==> src/rtl/membr_pkg.sv <==
package membr_pkg;

  // Capture strobes passed from control to datapath
  typedef struct packed {
    logic captureRow;
    logic captureCol;
  } membr_strobe_t;

endpackage

==> src/rtl/membr_ctrl.sv <==
module membr_ctrl
  import membr_pkg::*;
#(
  parameter int WE_CYCLES = 2
) (
  input  logic          clk,
  input  logic          rst_n,
  input  logic          rasN,
  input  logic          casN,
  input  logic          rwN,
  output membr_strobe_t strobe,
  output logic          memCsN,
  output logic          memOeN,
  output logic          memWeN
);

  localparam int CNT_W = $clog2(WE_CYCLES + 1);
  localparam int RUN_W = $clog2(WE_CYCLES + 2);

  logic             rasQ;
  logic             casQ;
  logic             bothLowQ;
  logic [CNT_W-1:0] pulseCnt;
  logic             bothLow;
  logic             csActive;

  assign bothLow  = ~casN & ~rwN;
  assign csActive = ~casN & ~casQ;

  always_comb begin
    strobe.captureRow = rasQ & ~rasN;
    strobe.captureCol = casQ & ~casN;
  end

  always_ff @(posedge clk or negedge rst_n) begin
    if (!rst_n) begin
      rasQ     <= 1'b1;
      casQ     <= 1'b1;
      bothLowQ <= 1'b0;
      pulseCnt <= '0;
    end else begin
      rasQ     <= rasN;
      casQ     <= casN;
      bothLowQ <= bothLow;
      if (!bothLow) begin
        pulseCnt <= '0;
      end else if (!bothLowQ) begin
        pulseCnt <= CNT_W'(WE_CYCLES);
      end else if (pulseCnt != '0) begin
        pulseCnt <= pulseCnt - 1'b1;
      end
    end
  end

  assign memCsN = ~csActive;
  assign memOeN = ~(csActive & rwN);
  assign memWeN = ~(csActive & bothLow & (pulseCnt != '0));

  // Checker counter: consecutive clock periods with write enable low
  logic [RUN_W-1:0] weRun;
  always_ff @(posedge clk or negedge rst_n) begin
    if (!rst_n) begin
      weRun <= '0;
    end else if (memWeN) begin
      weRun <= '0;
    end else if (weRun != '1) begin
      weRun <= weRun + 1'b1;
    end
  end

  a_r5_oe_read_only: assert property (@(posedge clk) disable iff (!rst_n)
    !memOeN |-> (rwN && !memCsN));

  a_r6_we_needs_both: assert property (@(posedge clk) disable iff (!rst_n)
    !memWeN |-> (!casN && !rwN && !memCsN));

  a_r7_we_bounded: assert property (@(posedge clk) disable iff (!rst_n)
    weRun <= RUN_W'(WE_CYCLES));

  a_r4_cs_follows_cas: assert property (@(posedge clk) disable iff (!rst_n)
    casN |-> memCsN);

endmodule

==> src/rtl/membr_datapath.sv <==
module membr_datapath
  import membr_pkg::*;
#(
  parameter int BUS_W = 8,
  parameter int ROW_W = 8,
  parameter int COL_W = 6,
  localparam int ADDR_W = ROW_W + COL_W
) (
  input  logic              clk,
  input  logic              rst_n,
  input  membr_strobe_t     strobe,
  input  logic [BUS_W-1:0]  busAd,
  input  logic [BUS_W-1:0]  memRdData,
  output logic [BUS_W-1:0]  ctrlRdData,
  output logic [ADDR_W-1:0] memAddr,
  output logic [BUS_W-1:0]  memWrData
);

  logic [BUS_W-1:0] logicalBus;
  logic [ROW_W-1:0] rowReg;
  logic [COL_W-1:0] colReg;

  // Pin numbering is MSB-first; swap order in both directions
  for (genvar i = 0; i < BUS_W; i++) begin : g_swap
    assign logicalBus[i] = busAd[BUS_W-1-i];
    assign ctrlRdData[i] = memRdData[BUS_W-1-i];
  end

  always_ff @(posedge clk or negedge rst_n) begin
    if (!rst_n) begin
      rowReg <= '0;
      colReg <= '0;
    end else begin
      if (strobe.captureRow) rowReg <= logicalBus[ROW_W-1:0];
      if (strobe.captureCol) colReg <= logicalBus[COL_W-1:0];
    end
  end

  assign memAddr   = {colReg, rowReg};
  assign memWrData = logicalBus;

  a_r2_row_capture: assert property (@(posedge clk) disable iff (!rst_n)
    strobe.captureRow |=> (memAddr[ROW_W-1:0] == $past(logicalBus[ROW_W-1:0])));

  a_r8_row_hold: assert property (@(posedge clk) disable iff (!rst_n)
    !strobe.captureRow |=> $stable(memAddr[ROW_W-1:0]));

  a_r3_col_hold: assert property (@(posedge clk) disable iff (!rst_n)
    !strobe.captureCol |=> $stable(memAddr[ADDR_W-1:ROW_W]));

endmodule

==> src/rtl/muxbus_sram_bridge.sv <==
module muxbus_sram_bridge
  import membr_pkg::*;
#(
  parameter int BUS_W     = 8,
  parameter int ROW_W     = 8,
  parameter int COL_W     = 6,
  parameter int WE_CYCLES = 2,
  localparam int ADDR_W   = ROW_W + COL_W
) (
  input  logic              clk,
  input  logic              rst_n,
  input  logic [BUS_W-1:0]  busAd,
  input  logic              rasN,
  input  logic              casN,
  input  logic              rwN,
  output logic [BUS_W-1:0]  ctrlRdData,
  output logic [ADDR_W-1:0] memAddr,
  output logic              memCsN,
  output logic              memOeN,
  output logic              memWeN,
  output logic [BUS_W-1:0]  memWrData,
  input  logic [BUS_W-1:0]  memRdData
);

  membr_strobe_t strobe;

  membr_ctrl #(
    .WE_CYCLES(WE_CYCLES)
  ) u_ctrl (
    .clk    (clk),
    .rst_n  (rst_n),
    .rasN   (rasN),
    .casN   (casN),
    .rwN    (rwN),
    .strobe (strobe),
    .memCsN (memCsN),
    .memOeN (memOeN),
    .memWeN (memWeN)
  );

  membr_datapath #(
    .BUS_W(BUS_W),
    .ROW_W(ROW_W),
    .COL_W(COL_W)
  ) u_datapath (
    .clk        (clk),
    .rst_n      (rst_n),
    .strobe     (strobe),
    .busAd      (busAd),
    .memRdData  (memRdData),
    .ctrlRdData (ctrlRdData),
    .memAddr    (memAddr),
    .memWrData  (memWrData)
  );

endmodule

==> config.mk <==
export PLATFORM = sky130hd
export DESIGN_NAME = muxbus_sram_bridge
export DESIGN_NICKNAME = d
export VERILOG_FILES = /design/src/rtl/membr_pkg.sv /design/src/rtl/membr_ctrl.sv /design/src/rtl/membr_datapath.sv /design/src/rtl/muxbus_sram_bridge.sv
export SDC_FILE = /design/constraint.sdc
export NUM_CORES = 1
export LEC_CHECK = 0
export BUFFER_PORTS_ARGS = -buffer_cell sky130_fd_sc_hd__buf_2
export CORE_UTILIZATION = 42
export CTS_CLUSTER_SIZE = 8
export DETAILED_ROUTE_END_ITERATION = 8
export PLACE_DENSITY = 0.78
export SLEW_MARGIN = 20
export SYNTH_ARGS = -nofsm -noshare
export SYNTH_HDL_FRONTEND = slang
export SYNTH_SLANG_ARGS = --single-unit
==> constraint.sdc <==
create_clock -name clk -period 1.55 [get_ports clk]
set_clock_uncertainty 0.1 [all_clocks]
set_input_delay 0.465 -clock clk [delete_from_list [all_inputs] [get_ports clk]]
set_output_delay 0.465 -clock clk [all_outputs]
set_load 0.02 [all_outputs]
======== Word-level counts from Yosys, hierarchy flattened ========
Index checks and enable logic that the tools add are counted.
cells by class
  reductions and logical operators ........ 1
  mux-type cells .......................... 3
  bitwise gates (word level) .............. 14
  $add $sub $neg .......................... 1
  eq/ne operators ......................... 1
operators by type and width
  operator                                           count
  bitwise AND 1 bit                                  7
  inverter 1 bit                                     7
  two-way mux 2 bit                                  3
  inequality test 3 bit (second input constant)      1
  nonzero test 2 bit                                 1
  subtractor 2 x 1 -> 2 bit (second input constant)  1
word-level totals
  output and inout port bits .............. 33
  word-level logic and storage cells ...... 26
  input bits .............................. 21
  flip-flop bits (word level) ............. 19

======== Logic depth before layout (Yosys ltp) ========
  depth after elaboration ................. 5
  mapped depth ............................ 4
  mapped depth without buffers ............ 4

======== Modules after synthesis ========
Synthesis repeated with hierarchy kept, for this count alone.
second synthesis, totals
  cell total of the unflattened synthesis .. 67
  area total of the unflattened synthesis .. 925.9 sq um
modules (own cells, without submodules)
  module          times used  area each (sq um)  cells an instance  sequential area each (sq um)
  membr_datapath  1           703.2              46                 350.3
  membr_ctrl      1           222.7              21                 127.6

======== Worst setup path after synthesis ========
No wires, ideal clock.
  path type ............................... input to output
  start point ............................. input port casN
  end point ............................... output port memWeN
  arrival time ............................ 1110 ps
  stages .................................. 3
  path buffers ............................ 0
  required time ........................... 985 ps
  slack ................................... -125 ps
  cell sequence ........................... nor2_1 inv_1 or3_1
between the ends
  word-level cells in the longest chain between the ends .. 5
  elaborated cells between the ends (all ways) .. 6
  those cells by class .................... bitwise (6)
RTL lines
  what                                  RTL line                            text
  start: declaration                    muxbus_sram_bridge.sv:14            input logic casN,
  inverter 1 bit *                      membr_ctrl.sv:27, membr_ctrl.sv:28
  bitwise AND 1 bit (on tied branches)  membr_ctrl.sv:28, membr_ctrl.sv:27
  bitwise AND 1 bit * (2 in series)     membr_ctrl.sv:57                    assign memWeN = ~(csActive & bothLow & (pulseCnt != '0));
  inverter 1 bit *                      membr_ctrl.sv:57
  end: declaration                      muxbus_sram_bridge.sv:20            output logic memWeN,
Mark *: on every way between the ends. The rest lies on a longest branch, timed or not.

======== Worst setup path after layout ========
  start point ............................. register u_ctrl.casQ
  end point ............................... output port memWeN
between the ends
  word-level cells in the longest chain between the ends .. 5
RTL lines
  what                             RTL line          text
  start: declaration               membr_ctrl.sv:21  logic casQ;
  start signal: assignment         membr_ctrl.sv:43  casQ <= casN;
  inverter 1 bit                   membr_ctrl.sv:28  assign csActive = ~casN & ~casQ;
  bitwise AND 1 bit                membr_ctrl.sv:28
  bitwise AND 1 bit (2 in series)  membr_ctrl.sv:57
  inverter 1 bit                   membr_ctrl.sv:57
No other way between the ends.

==> results.json <==
{
  "dieArea_um2": 2320,
  "seq_power_share_pct": 52.1,
  "setup_violations": 3,
  "end_kind": "output port",
  "antenna_left": 0,
  "synth.cells.most_frequent": "nand2_1, dfrtp_1, buf_4, mux2_4, inv_1",
  "place_congestion": 0.704,
  "dpl.cell_count": 135,
  "finalWirelength_um": 1710,
  "io_buffer_count": 37,
  "num_vias": 630,
  "drt_pre_antenna_iters": 4,
  "yosysTopAreaCell": "dfrtp_1",
  "synth-seq-cells": 19,
  "netlist.area_leader.share_pct": 47.6,
  "hold_depth": 1,
  "synth.most_common_cell": "nand2_1",
  "synth-compound-area-share_pct": 0.840,
  "violations": "negative setup slack",
  "p_sw_share_pct": 30.4,
  "critPathMaxFanout": 2,
  "slew_viol_final": 0,
  "drc_errors": 0,
  "synth_cells": 83,
  "crit_required_ns": 0.98,
  "maxCapViolCount": 0,
  "grt_antenna_before_repair": 0,
  "synth_xor_area_share_pct": 0.980,
  "drive_above_1_share_pct": 56.5,
  "cts_buffer_depth": 2,
  "fin_crit_ns": 1.90,
  "fin_area_um2": 1110,
  "hold_path.class": "primary input to flip-flop",
  "insertedDiodeCount": 0,
  "cts_made_buffers": 3,
  "place_area_um2": 1030,
  "start_util_pct": 45.1,
  "synth_fa_ha_area_share_pct": 1.40,
  "rr_worst_depth": 6,
  "wl_per_cell_um": 12.0,
  "synthTopCellsByArea": "dfrtp_1, buf_4, nand2_1",
  "cts_tree": "built",
  "fp.dieW_um": 48.1,
  "path_cells": "nor2_4, inv_2, or3_4, buf_6",
  "via_per_inst": 4.44,
  "worst_pin_slew_ns": 0.405,
  "syn_to_final_growth_pct": 24.7,
  "first_global_vias": 566,
  "pwr_density_cell_nw_per_um2": 1010,
  "synth_top_family_by_area": "buffers and inverters",
  "cts_htree_levels": 1,
  "worstSetupPathType": "flip-flop to output port",
  "final_cells": 142,
  "grt_pass1_wl_um": 2550,
  "rsz0062_at_grt": "yes",
  "fmax_mhz": 525,
  "coreArea_um2": 1980,
  "r2r-start": "u_ctrl.pulseCnt[1]",
  "synthFlopType": "dfrtp_1",
  "yosysWarnings": 0,
  "timing.final.crit_share_pct": 123,
  "setup_slack_ns": -0.353,
  "grt_use_total_pct": 17.6,
  "status": "finished, violations left",
  "root_buffer": "clkbuf_4",
  "grt_overflow": 0,
  "synth_edf_count": 0,
  "syn_nets": 105,
  "yosysUniqueCellTypes": 18,
  "comb_power_share_pct": 26.1,
  "synthSimpleGateAreaFrac_pct": 15.1,
  "p_int_w": 0.000779,
  "ios": 54,
  "die_h_um": 48.1,
  "clock_sinks": 19,
  "ir_worst_vdd_mv": 0.550,
  "finalHoldViolCount": 0,
  "grt_max_degree": 20,
  "power.switching_w": 0.000341,
  "nNetsFinal": 138,
  "rows": 16,
  "clock_latency_ns": 0.29,
  "async_flop_share_pct": 100,
  "drt-initial-drc-count": 7,
  "slowest_delay_ns": 0.40,
  "power_frac_clock_pct": 21.8,
  "p_leak_nw": 0.604,
  "worstSetupStartpoint": "u_ctrl.casQ",
  "synth_mux_area_share_pct": 11.3,
  "avgSynthCellArea_um2": 10.8,
  "slew_headroom_pct": 73.0,
  "netlist_area_um2": 893,
  "worstHoldStart": "rasN",
  "cp-start-kind": "flip-flop",
  "dp_hpwl_um": 1230,
  "yosysSeqAreaShare_pct": 53.5,
  "crit_arrival_ns": 1.34,
  "clk_pin_slew_ns": 0.10,
  "cp_slowest_cell": "dfstp_2"
}
-- through the flow --
stage | total power, W | hold slack (ns) | util, % | worst slack (ns) | TNS [ns]
finish | 0.00112 | 0.184 | 56.2 | -0.353 | -0.640
CTS | 0.00113 | 0.174 | 55.8 | -0.353 | -0.519
global placement | 0.000863 | 0.311 | 52.1 | -0.203 | -0.203
global route | 0.00118 | 0.167 | 56.2 | -0.396 | -0.744
detailed placement | 0.000871 | 0.322 | 52.1 | -0.215 | -0.215
floorplan | 0.000799 | 0.0694 | - | -0.0208 | -0.0208
-- cell type report --
type,instances,area [µm²]
clock buffers,4,26.3
fillers,166,868
inverters,3,11.3
multi-input cells,42,283
flip-flops and latches,19,478
well taps,27,33.8
repair buffers,47,282
-- routing by layer --
metal | up-vias | routed length [µm] | global-route usage, %
met1 | 296 | 625 | 19.8
met5 | - | 0 | 0
met2 | 24 | 960 | 28.6
li1 | 304 | - | -
met3 | 6 | 77 | 4.81
met4 | 0 | 42 | 12.8
-- sequential cells by signal, summed over array words and instances (netlist names) --
signal             cells
u_ctrl.rasQ            1
u_ctrl.pulseCnt        2
u_ctrl.bothLowQ        1
u_ctrl.casQ            1
u_datapath.colReg      6
u_datapath.rowReg      8
-- worst max-delay path: cells and delay by family (launching register included) --
family                 cells  cell delay (ns)
AND/OR/NAND/NOR            2             0.47
flip-flops                 1             0.40
buffers and inverters      2             0.19
-- path summary, 6_finish.rpt --
path | endpoint | slack [ns]
worst min-delay path | u_ctrl.rasQ | 0.18
worst min register to register | u_ctrl.pulseCnt[1] | 0.34
worst max register to register | u_ctrl.pulseCnt[1] | 0.10
min in group asynchronous | u_datapath.rowReg[5] | 0.52
worst max-delay path | memWeN | -0.35
max in group asynchronous | u_ctrl.casQ | 0.50
-- cell usage in the layout (no fill, tap or decap), drive strengths merged, types with 2 or more instances in the layout --
cell,instances
buf,46
clkbuf,4
dfrtp,17
dfstp,2
inv,3
mux2,7
nand2,25
nor2,2
nor2b,2
-- power groups by stage --
stage	sequential, W	combinational, W	clock [W]
after detailed placement	0.000590	0.000281	0
after CTS	0.000584	0.000293	0.000253
after global placement	0.000588	0.000275	0
final	0.000584	0.000292	0.000244
after floorplan	0.000651	0.000148	0
after global routing	0.000590	0.000319	0.000269
-- logic make-up (layout without fill, tap and decap cells) --
kind of cell / count (synthesis) / after routing
AOI/OAI and AO/OA: 1 / 1
xor gates and xnor gates: 1 / 1
adders and majority gates: 1 / 1
buffers and inverters: 22 / 54
DFF: 19 / 19
muxes: 7 / 7
and+or+nand+nor: 32 / 32
-- what timing repair did --
action,CTS,global route
hold buffers,1,0
buffers inserted,1,1
endpoints found under the hold margin,17,0
gates cloned,0,0
endpoints found under the setup margin,3,4
pin swaps,4,1
gates resized for setup,10,1
No activity file was read; power rests on OpenSTA's default activity.
